## src/rtl/pwrmode_pkg.sv

```systemverilog
`timescale 1ns/1ps
package pwrmode_pkg;

    // Visible state codes; software decodes these from the status field.
    typedef enum logic [3:0] {
        ST_SLEEP     = 4'b0000,
        ST_DOZE      = 4'b0001,
        ST_SLOW      = 4'b0010,
        ST_XTAL_WAIT = 4'b0011,
        ST_NORMAL    = 4'b0100,
        ST_PLL_WAIT  = 4'b0110,
        ST_XTAL_OUT  = 4'b1001,
        ST_PLL_OUT   = 4'b1010,
        ST_XTAL_IN   = 4'b1011,
        ST_PLL_IN    = 4'b1110
    } pm_state_t;

    typedef enum logic [1:0] {
        TGT_SLEEP,
        TGT_DOZE,
        TGT_SLOW,
        TGT_NORMAL
    } pm_target_t;

    typedef enum logic [1:0] {
        SRC_REF  = 2'b00,
        SRC_XTAL = 2'b01,
        SRC_PLL  = 2'b10
    } pm_src_t;

    // Register field positions
    localparam int F_REQ_LO   = 0;
    localparam int F_STAT_LO  = 3;
    localparam int F_RMCLR    = 8;
    localparam int F_RMSTAT   = 9;
    localparam int F_DIV_LO   = 12;
    localparam int F_TMR      = 15;
    localparam int REG_USED_W = 16;

    localparam logic [2:0] REQ_RESET = 3'b001;

    // Highest set bit of the request wins; lower bits are don't-care.
    function automatic pm_target_t decode_req(input logic [2:0] req);
        if (req[2])      return TGT_NORMAL;
        else if (req[1]) return TGT_SLOW;
        else if (req[0]) return TGT_DOZE;
        else             return TGT_SLEEP;
    endfunction

endpackage

```

## src/rtl/pwrmode_regs.sv

```systemverilog
`timescale 1ns/1ps
module pwrmode_regs
    import pwrmode_pkg::*;
#(
    parameter int DATA_W = 32
) (
    input  logic              clk,
    input  logic              rst_n,
    input  logic              wr_en,
    input  logic [DATA_W-1:0] wdata,
    input  logic              wake_reload,
    input  logic [3:0]        status,
    input  logic              remap_stat_in,
    output logic [DATA_W-1:0] rdata,
    output logic [2:0]        mode_req,
    output logic              soft_rst_req,
    output logic              remap_clr,
    output logic [2:0]        div_sel,
    output logic              tmr_sel
);

    logic unused_wbits;
    assign unused_wbits = ^{wdata[DATA_W-1:REG_USED_W], wdata[11:9], wdata[7:3]};

    always_ff @(posedge clk or negedge rst_n) begin
        if (!rst_n) begin
            mode_req     <= REQ_RESET;
            soft_rst_req <= 1'b0;
            remap_clr    <= 1'b0;
            div_sel      <= 3'b000;
            tmr_sel      <= 1'b0;
        end else begin
            soft_rst_req <= wr_en;
            if (wr_en) begin
                mode_req  <= wdata[F_REQ_LO +: 3];
                remap_clr <= wdata[F_RMCLR];
                div_sel   <= wdata[F_DIV_LO +: 3];
                tmr_sel   <= wdata[F_TMR];
            end else if (wake_reload) begin
                mode_req  <= REQ_RESET;
            end
        end
    end

    always_comb begin
        rdata                  = '0;
        rdata[F_REQ_LO +: 3]   = mode_req;
        rdata[F_STAT_LO +: 4]  = status;
        rdata[F_RMCLR]         = remap_clr;
        rdata[F_RMSTAT]        = remap_stat_in;
        rdata[F_DIV_LO +: 3]   = div_sel;
        rdata[F_TMR]           = tmr_sel;
    end

endmodule

```

## src/rtl/pwrmode_fsm.sv

```systemverilog
`timescale 1ns/1ps
module pwrmode_fsm
    import pwrmode_pkg::*;
#(
    parameter int XTAL_SETTLE = 16,
    parameter int SW_LAT      = 3
) (
    input  logic       clk,
    input  logic       rst_n,
    input  pm_target_t target,
    input  logic       xtal_ready,
    input  logic       pll_lock,
    input  logic       wake_evt,
    output pm_state_t  state,
    output logic       wake_reload
);

    localparam int CNT_MAX = (XTAL_SETTLE > SW_LAT) ? XTAL_SETTLE : SW_LAT;
    localparam int CNT_W   = $clog2(CNT_MAX + 1);
    localparam logic [CNT_W-1:0] SETTLE_LAST = CNT_W'(XTAL_SETTLE - 1);
    localparam logic [CNT_W-1:0] LAT_LAST    = CNT_W'(SW_LAT - 1);
    localparam logic [CNT_W-1:0] CNT_TOP     = CNT_W'(CNT_MAX);

    pm_state_t       state_nxt;
    logic [CNT_W-1:0] dwell;

    // State register
    always_ff @(posedge clk or negedge rst_n) begin
        if (!rst_n) state <= ST_DOZE;
        else        state <= state_nxt;
    end

    // Cycles spent in the current state, cleared on every change
    always_ff @(posedge clk or negedge rst_n) begin
        if (!rst_n)                  dwell <= '0;
        else if (state_nxt != state) dwell <= '0;
        else if (dwell != CNT_TOP)   dwell <= dwell + 1'b1;
    end

    // Next state: targets are only consulted in the four stable modes
    always_comb begin
        state_nxt = state;
        unique case (state)
            ST_SLEEP: begin
                if (wake_evt || target != TGT_SLEEP) state_nxt = ST_DOZE;
            end
            ST_DOZE: begin
                if (target == TGT_SLEEP)                             state_nxt = ST_SLEEP;
                else if (target == TGT_SLOW || target == TGT_NORMAL) state_nxt = ST_XTAL_WAIT;
            end
            ST_XTAL_WAIT: begin
                if (xtal_ready || dwell == SETTLE_LAST) state_nxt = ST_XTAL_IN;
            end
            ST_XTAL_IN:  state_nxt = ST_SLOW;
            ST_SLOW: begin
                if (target == TGT_NORMAL)                            state_nxt = ST_PLL_WAIT;
                else if (target == TGT_DOZE || target == TGT_SLEEP)  state_nxt = ST_XTAL_OUT;
            end
            ST_PLL_WAIT: begin
                if (pll_lock) state_nxt = ST_PLL_IN;
            end
            ST_PLL_IN: begin
                if (dwell == LAT_LAST) state_nxt = ST_NORMAL;
            end
            ST_NORMAL: begin
                if (target != TGT_NORMAL) state_nxt = ST_PLL_OUT;
            end
            ST_PLL_OUT:  state_nxt = ST_SLOW;
            ST_XTAL_OUT: state_nxt = ST_DOZE;
            default:     state_nxt = ST_DOZE;
        endcase
    end

    assign wake_reload = (state == ST_SLEEP) && wake_evt;

endmodule

```

## src/rtl/pwrmode_outdec.sv

```systemverilog
`timescale 1ns/1ps
module pwrmode_outdec
    import pwrmode_pkg::*;
(
    input  pm_state_t   state,
    output logic        xtal_en,
    output logic        pll_en,
    output logic [1:0]  clk_src
);

    pm_src_t src;

    always_comb begin
        xtal_en = 1'b1;
        pll_en  = 1'b0;
        src     = SRC_REF;
        unique case (state)
            ST_SLEEP, ST_DOZE: begin
                xtal_en = 1'b0;
            end
            ST_XTAL_WAIT, ST_XTAL_OUT: begin
                src = SRC_REF;
            end
            ST_XTAL_IN, ST_SLOW: begin
                src = SRC_XTAL;
            end
            ST_PLL_WAIT, ST_PLL_OUT: begin
                pll_en = 1'b1;
                src    = SRC_XTAL;
            end
            ST_PLL_IN, ST_NORMAL: begin
                pll_en = 1'b1;
                src    = SRC_PLL;
            end
            default: begin
                xtal_en = 1'b0;
            end
        endcase
    end

    assign clk_src = src;

endmodule

```

## src/rtl/pwrmode_ctrl.sv

```systemverilog
`timescale 1ns/1ps
module pwrmode_ctrl
    import pwrmode_pkg::*;
#(
    parameter int DATA_W      = 32,
    parameter int XTAL_SETTLE = 16,
    parameter int SW_LAT      = 3
) (
    input  logic              clk,
    input  logic              rst_n,
    input  logic              reg_wr,
    input  logic [DATA_W-1:0] reg_wdata,
    output logic [DATA_W-1:0] reg_rdata,
    input  logic              xtal_ready,
    input  logic              pll_lock,
    input  logic              wake_evt,
    input  logic              remap_stat_in,
    output logic              soft_rst_req,
    output logic              remap_clr,
    output logic [2:0]        bus_div_sel,
    output logic              tmr_ref_sel,
    output logic              xtal_en,
    output logic              pll_en,
    output logic [1:0]        clk_src
);

    pm_state_t  cur_state;
    pm_target_t tgt;
    logic [2:0] mode_req;
    logic       wake_reload;

    assign tgt = decode_req(mode_req);

    pwrmode_regs #(.DATA_W(DATA_W)) u_regs (
        .clk           (clk),
        .rst_n         (rst_n),
        .wr_en         (reg_wr),
        .wdata         (reg_wdata),
        .wake_reload   (wake_reload),
        .status        (cur_state),
        .remap_stat_in (remap_stat_in),
        .rdata         (reg_rdata),
        .mode_req      (mode_req),
        .soft_rst_req  (soft_rst_req),
        .remap_clr     (remap_clr),
        .div_sel       (bus_div_sel),
        .tmr_sel       (tmr_ref_sel)
    );

    pwrmode_fsm #(.XTAL_SETTLE(XTAL_SETTLE), .SW_LAT(SW_LAT)) u_fsm (
        .clk         (clk),
        .rst_n       (rst_n),
        .target      (tgt),
        .xtal_ready  (xtal_ready),
        .pll_lock    (pll_lock),
        .wake_evt    (wake_evt),
        .state       (cur_state),
        .wake_reload (wake_reload)
    );

    pwrmode_outdec u_dec (
        .state   (cur_state),
        .xtal_en (xtal_en),
        .pll_en  (pll_en),
        .clk_src (clk_src)
    );

endmodule

```

## config.mk

```make
export PLATFORM = sky130hd
export DESIGN_NAME = pwrmode_ctrl
export DESIGN_NICKNAME = d
export VERILOG_FILES = /design/src/rtl/pwrmode_pkg.sv /design/src/rtl/pwrmode_regs.sv /design/src/rtl/pwrmode_fsm.sv /design/src/rtl/pwrmode_outdec.sv /design/src/rtl/pwrmode_ctrl.sv
export SDC_FILE = /design/constraint.sdc
export NUM_CORES = 1
export LEC_CHECK = 0
export BUFFER_PORTS_ARGS = -buffer_cell sky130_fd_sc_hd__buf_2
export CAP_MARGIN = 20
export CELL_PAD_IN_SITES_DETAIL_PLACEMENT = 1
export CELL_PAD_IN_SITES_GLOBAL_PLACEMENT = 1
export CORE_UTILIZATION = 32
export CTS_CLUSTER_SIZE = 16
export DETAILED_ROUTE_END_ITERATION = 8
export PLACE_DENSITY_LB_ADDON = 0.15
export SKIP_LAST_GASP = 1
export SLEW_MARGIN = 15
export SYNTH_ARGS = -nofsm -noshare
export SYNTH_HDL_FRONTEND = slang
export SYNTH_SLANG_ARGS = --single-unit
```

## constraint.sdc

```tcl
create_clock -name clk -period 3.9 [get_ports clk]
set_input_delay 0.195 -clock clk [delete_from_list [all_inputs] [get_ports clk]]
set_output_delay 0.195 -clock clk [all_outputs]
set_load 0.03 [all_outputs]
```

==> out/summary.txt, run 1 <==
Reg2reg start = u_fsm.dwell[0]
Core ar. = 4000 um2
I/O Pins = 81
Clk pwr share = 15.6%
Crit. End Element = register
Hold Path End = u_regs.mode_req[1]
Ys async rst share = 100%
Top post-synthesis cells by area = dfrtp_1 30%, buf_4 15%, mux2_2 5.1%
Dominant cell type by area after synthesis = dfrtp_1
Layout cells sized above 1 = 35.7%
Synthesized cell area = 1330 um2
Via-to-Cell Ratio = 4.79
GR Util met3 = 2.76%
CTS root buf = clkbuf_8
Pint = 0.499 mW
Worst Path Max Fanout = 5
Reg-to-Reg End = u_fsm.dwell[4]
Clk_lat worst skew = 0.25 ns
Max Slew Vio Count = 0
CTS tree = done
DRT Pass-1 Iters = 4
Drt drc = 0
Chip Width = 66.4 um
Status = finished clean
Min-delay src = reg_wdata[1]
Gate power share = 50.7%
Post-synth cell types = 43
Clk slew on worst S/H paths = 0.07 ns
CTS resizes = 0
Sequential share of power = 33.8%
Prevailing post-synth register cell = dfrtp_1
GRT Overall Usage = 14.0%
Initial antenna violation count = 0
Placed inst area = 1390 um2
Total of max-cap violations = 0
Final ANT Viol Nets = 0
Worst R2R Setup Slack = 1.81 ns
Final setup TNS = 0 ns
Pleak = 0.712 nW
Clock Skew = 0.00235 ns
CTS Buf Count = 3
GR met2 Demand/Resource = 22.3%
Area Overhead vs Synth = 10.0%
Clock Path Buffers = 2
RSZ-0062 raised after global routing = false
Starting Density = 33.1%
Seq cells post-synth = 18
Switching share of power = 49.0%
GRT busiest layer = met2
Worst Tran Pin Value = 0.547 ns
Wirelength per Cell = 13.2 um
Synth Area per Inst = 9.40 um2
Layout Nets = 212
Met1 GRT Util = 18.4%
Max_slew headroom = 63.5%
Port Buffers = 35
Crit path arrival time = 2.28 ns
EDFF count, synth = 0
Switch Pwr = 0.479 mW
DR vias = 1044
Final Instance Area = 1460 um2
Fill count = 495
Post-Route WL = 2890 um
Final setup viols = 0
FF-to-FF path depth = 8
Yosys warns = 0
CP startpoint = u_fsm.dwell[0]
First-pass GRT wire length = 4690 um
Largest net degree at the start of global routing = 20
Class of the tightest hold or removal check = input port to register
Fmax = 0.478 GHz
Dpl hpwl = 2140 um
Total power = 0.978 mW
H-Tree Depth = 1
Req. time, crit path = 4.09 ns
Placement row count = 23
GP Congestion = 0.753
Share of Yosys cell area claimed by the top area cell type = 30.2%
Hold path depth = 2
Startpoint Class = register
Postcts setup bufs = 0
Grt total ovfl = 0
Die area = 4400 um2
Vias in the first global route = 996
Core Util, Final = 36.4%
Cell area power density = 671 nW/um2
ANT cells = 0
Tmin final = 2.09 ns
Part of the cycle the worst path needs = 53.6%
Maximum vdd drop = 232 uV
Post-Syn Instances = 141
Initial DRC count = 32
Post-synthesis sequential area ratio = 34.2%
Critical path type = register to register
Hold Fails Final Rpt = 0
Die height = 66.4 um
Clk sink count = 18
## power by group through the flow
stage               Combinational, mW  Sequential [mW]  Clock [mW]
CTS                             0.503            0.331       0.160
global placement                0.490            0.332           0
finish                          0.495            0.330       0.152
global route                    0.545            0.343       0.164
detailed placement              0.499            0.335           0
floorplan                       0.428            0.325           0
## area by class of cell
type / instances / area [um2] / share of cell area, %
inverters: 6 / 22.5 / 1.55
repair buffers: 36 / 185 / 12.7
flip-flops and latches: 18 / 453 / 31.1
clock buffers: 4 / 55.1 / 3.78
well taps: 50 / 62.6 / 4.29
multi-input cells: 104 / 679 / 46.6
## metrics by stage
step | setup WS (ns) | hold slack, ns | std cells
floorplan | 1.94 | -0.101 | 159
CTS | 1.78 | 0.165 | 218
finish | 1.81 | 0.171 | 218
detailed placement | 1.81 | 0.167 | 213
global route | 1.67 | 0.171 | 218
global placement | 1.84 | 0.158 | 213
## cells by family after synthesis
family / Yosys count / synth area share [%]
and+or+nand+nor: 45 / 19.7
AOI/OAI and AO/OA: 27 / 15.3
buffers and inverters: 37 / 19.6
DFF: 18 / 34.2
adders and majority gates: 4 / 3.78
muxes: 6 / 5.10
other: 1 / 0.283
xor gates and xnor gates: 3 / 1.98
## state kept, by name, indices dropped and copies added (netlist names)
name and count:
u_fsm.state 4, u_regs.div_sel 3, u_fsm.dwell 5, u_regs.tmr_sel 1, u_regs.remap_clr 1, u_regs.soft_rst_req 1
u_regs.mode_req 3
## Yosys cell counts (2+ instances only)
cell type and n:
nor2_1 3, mux2_2 6, nor2b_1 2, buf_6 3, a31oi_1 3, buf_4 26, dfrtp_1 16, nor3_1 3
nor2_2 2, and3_1 7, a21oi_1 5, a21oi_2 2, nand3_1 3, dfstp_2 2, nand2_1 12, ha_1 4
and2b_1 2, o211ai_1 3, xnor2_1 3, nand2b_1 4, inv_1 5, o21ai_0 4
## what timing repair did
item / CTS / global route
endpoints found under the setup margin: 0 / 0
hold buffers: 1 / 0
hold endpoints to repair: 16 / 0
## worst max-delay path, stage by stage, from the launching register on
cell,delay (ns)
dfrtp_1,0.42
ha_1,0.24
and3_1,0.19
ha_1,0.17
or3b_1,0.39
o2111ai_2,0.10
a22oi_1,0.12
a21oi_2,0.20
and3_1,0.19
## routing by layer
| metal | vias to the layer above | share of wire (%) | wire, um |
|---|---|---|---|
| li1 | 503 | - | - |
| met1 | 499 | 45 | 1310 |
| met2 | 40 | 47 | 1350 |
| met3 | 2 | 7.1 | 204 |
| met4 | 0 | 0.87 | 25 |
| met5 | - | 0 | 0 |
## cells in the final DEF, fill, tap and decap left out, drive strengths merged, types with 2 or more instances in the layout
cell type / synthesis / final
a22o: 2 / 2
ha: 4 / 4
conb: 1 / 19
a21oi: 7 / 7
nor2: 5 / 5
nor2b: 3 / 3
clkbuf: 1 / 4
dfstp: 2 / 2
mux2: 6 / 6
nand3: 3 / 3
and3: 7 / 7
xnor2: 3 / 3
a31oi: 3 / 3
o211ai: 3 / 3
inv: 6 / 6
and2b: 2 / 2
dfrtp: 16 / 16
nand2b: 5 / 5
o221ai: 2 / 2
nor3: 3 / 3
o21ai: 4 / 4
buf: 30 / 35
nand2: 12 / 12
## how the worst max path moves through the flow
stage	to	slack, ns	cells past startpoint
3_5_place_dp	u_fsm.dwell[1]	1.81	8
2_1_floorplan	clk_src[1]	1.94	3
4_1_cts	u_fsm.dwell[4]	1.78	8
3_3_place_gp	u_fsm.dwell[1]	1.84	8
6_report	u_fsm.dwell[4]	1.81	8
5_1_grt	u_fsm.dwell[3]	1.67	8
No activity file was read; power rests on OpenSTA's default activity.
==> run 2, diff against run 1 <==
--- a/config.mk
+++ b/config.mk
@@ -9,7 +9,7 @@
 export CAP_MARGIN = 20
 export CELL_PAD_IN_SITES_DETAIL_PLACEMENT = 1
 export CELL_PAD_IN_SITES_GLOBAL_PLACEMENT = 1
-export CORE_UTILIZATION = 32
+export CORE_UTILIZATION = 27
 export CTS_CLUSTER_SIZE = 16
 export DETAILED_ROUTE_END_ITERATION = 8
 export PLACE_DENSITY_LB_ADDON = 0.15
==> constraint.sdc (replaced) <==
create_clock -name clk -period 1.75 [get_ports clk]
set_input_delay 0.0875 -clock clk [delete_from_list [all_inputs] [get_ports clk]]
set_output_delay 0.0875 -clock clk [all_outputs]
set_load 0.03 [all_outputs]
==> run 2 against run 1 <==
The run now ends with negative setup slack left; via count rose by 6.9%; cell count up 16%; wire length grew 13%; critical endpoint is now u_fsm.dwell[0]; largest cell class unchanged.
==> out/summary.txt, run 2 (same netlist as run 1, synthesis figures left out) <==
Total of max-cap violations = 0 (unchanged)
First-pass GRT wire length = 5440 um (was 4690 um)
DR vias = 1116 (was 1044)
GP Congestion = 0.724 (was 0.753)
Via-to-Cell Ratio = 4.43 (was 4.79)
Part of the cycle the worst path needs = 110% (was 53.6%)
RSZ-0062 raised after global routing = true (was false)
Switching share of power = 47.8% (was 49.0%)
Biggest regs = u_fsm.dwell: 5 flops, u_fsm.state: 4 flops (unchanged)
Fmax = 0.518 GHz (was 0.478 GHz)
Gate power share = 60.2% (was 50.7%)
Vias in the first global route = 1151 (was 996)
Clk_lat worst skew = 0.25 ns (about the same)
Worst slack at placement = -0.183 ns (was 1.81 ns)
Layout cells sized above 1 = 44.3% (was 35.7%)
Pleak = 0.789 nW (was 0.712 nW)
Crit. End Element = register (unchanged)
Starting Density = 28.1% (was 33.1%)
Grt total ovfl = 0 (unchanged)
GRT Overall Usage = 13.4% (was 14.0%)
Post-Route WL = 3280 um (was 2890 um)
Tmin final = 1.93 ns (was 2.09 ns)
Placed cell count = 246 (was 213)
Sequential share of power = 27.1% (was 33.8%)
Metal-1 WL = 1480 um (was 1310 um)
Core ar. = 4720 um2 (was 4000 um2)
Drt drc = 0 (unchanged)
Port Buffers = 35 (unchanged)
Die height = 72.1 um (was 66.4 um)
WP buf/inv = 0 (unchanged)
Layout Nets = 229 (was 212)
CTS root buf = clkbuf_8 (unchanged)
Met2 wire len = 1530 um (was 1350 um)
Min setup slack post-route = -0.181 ns (was 1.81 ns)
Initial antenna violation count = 0 (unchanged)
Req. time, crit path = 1.94 ns (was 4.09 ns)
H-Tree Depth = 1 (unchanged)
Hold_ws = 0.0589 ns (was 0.171 ns)
Switch Pwr = 1.14 mW (was 0.479 mW)
Core Util, Final = 34.7% (was 36.4%)
CP peak stage delay = 0.40 ns (was 0.42 ns)
Violated checks = negative setup slack
Largest net degree at the start of global routing = 19 (was 20)
Clock Skew = 0.00220 ns (was 0.00235 ns)
Die area = 5190 um2 (was 4400 um2)
Wirelength per Cell = 13.0 um (was 13.2 um)
Area Overhead vs Synth = 23.7% (was 10.0%)
Max reg flops = 5 (unchanged)
Crit-path leading delay family = simple AND/OR/NAND/NOR gates (unchanged)
Clock Path Buffers = 2 (unchanged)
Most frequent cells in the layout = 35 x buf_2, 19 x conb_1, 17 x buf_4 (was 35 x buf_2, 19 x conb_1, 16 x dfrtp_1)
Final ANT Viol Nets = 0 (unchanged)
Maximum vdd drop = 308 uV (was 232 uV)
Clk slew on worst S/H paths = 0.07 ns (about the same)
Largest Register = u_fsm.dwell (unchanged)
Placement row count = 25 (was 23)
Max Slew Vio Count = 0 (unchanged)
Final setup viols = 5 (was 0)
Hold Fails Final Rpt = 0 (unchanged)
Dpl hpwl = 2580 um (was 2140 um)
Startpoint Class = register (unchanged)
Worst Path Max Fanout = 5 (unchanged)
DR WL met3 = 196 um (was 204 um)
Clk sink count = 18 (unchanged)
Commonest non-fill, non-tap cell in the layout = buf_2 (unchanged)
Critical path type = register to register (unchanged)
ANT cells = 0 (unchanged)
I/O Pins = 81 (unchanged)
DRT Pass-1 Iters = 4 (unchanged)
Class of the tightest hold or removal check = input port to register (unchanged)
Chip Width = 72.1 um (was 66.4 um)
CTS Buf Count = 3 (unchanged)
CTS tree = done (unchanged)
Cell breakdown of the critical path = ha_2 -> and3_4 -> ha_4 -> or3b_4 -> o2111ai_2 -> a22oi_2 -> a21oi_2 -> and3_1 (was ha_1 -> and3_1 -> ha_1 -> or3b_1 -> o2111ai_2 -> a22oi_1 -> a21oi_2 -> and3_1)
Max Used Layer = met4 (unchanged)
Clk pwr share = 12.7% (was 15.6%)
Final Non-Filler Cells = 252 (was 218)
Pint = 1.24 mW (was 0.499 mW)
Initial DRC count = 23 (was 32)
Cell area power density = 1450 nW/um2 (was 671 nW/um2)
Total power = 2.38 mW (was 0.978 mW)
Slowest CP cell = dfrtp_1 (unchanged)
Crit path arrival time = 2.12 ns (was 2.28 ns)
Status = complete, but fails checks (was finished clean)
Fill count = 571 (was 495)
[run 2: cell count changes in the layout (fill, tap and decap cells not counted), sizes merged]
cell	before	now
buf	35	52
[run 2: layout make-up]
type | instances | area [um2] | area share (%)
clock buffers | 4 | 45.0 | 2.75
multi-input cells | 104 | 722 | 44.0
inverters | 6 | 22.5 | 1.37
repair buffers | 53 | 313 | 19.1
well taps | 67 | 83.8 | 5.11
flip-flops and latches | 18 | 453 | 27.6
[run 2: metal layers]
metal	up-vias	track usage [%]
met2	42	23.2
met3	9	2.50
li1	542	-
met4	0	6.54
met1	523	16.1
met5	-	0
[run 2: power groups by stage]
stage | Combinational (mW) | Sequential (mW) | Clock, mW
2_1_floorplan | 0.962 | 0.724 | 0
3_3_place_gp | 1.38 | 0.646 | 0
3_5_place_dp | 1.42 | 0.653 | 0
4_1_cts | 1.44 | 0.646 | 0.326
5_1_grt | 1.57 | 0.664 | 0.343
6_report | 1.44 | 0.646 | 0.302
[run 2: worst paths after layout]
kind	slack, ns	cells past startpoint	from	endpoint
min in group asynchronous	0.32	2	rst_n	u_fsm.dwell[3]
max in group asynchronous	1.10	2	rst_n	u_regs.mode_req[0]
worst min-delay path	0.06	2	reg_wdata[12]	u_regs.div_sel[0]
worst max-delay path	-0.18	8	u_fsm.dwell[0]	u_fsm.dwell[0]
worst min register to register	0.50	2	u_regs.mode_req[0]	u_regs.mode_req[0]
worst max register to register	-0.18	8	u_fsm.dwell[0]	u_fsm.dwell[0]
[run 2: metrics by stage]
| stage | instance area, um2 | setup TNS, ns |
|---|---|---|
| after floorplan | 1420 | -0.203 |
| after global placement | 1560 | -0.532 |
| after detailed placement | 1560 | -0.840 |
| after CTS | 1620 | -0.828 |
| after global routing | 1640 | -1.33 |
| final | 1640 | -0.848 |
[run 2: what timing repair did]
item,4_1_cts,5_1_grt
endpoints found under the setup margin,6,6
hold buffers,1,0
gates resized for setup,2,2
endpoints found under the hold margin,16,0
pin swaps,3,6
buffers inserted,0,1
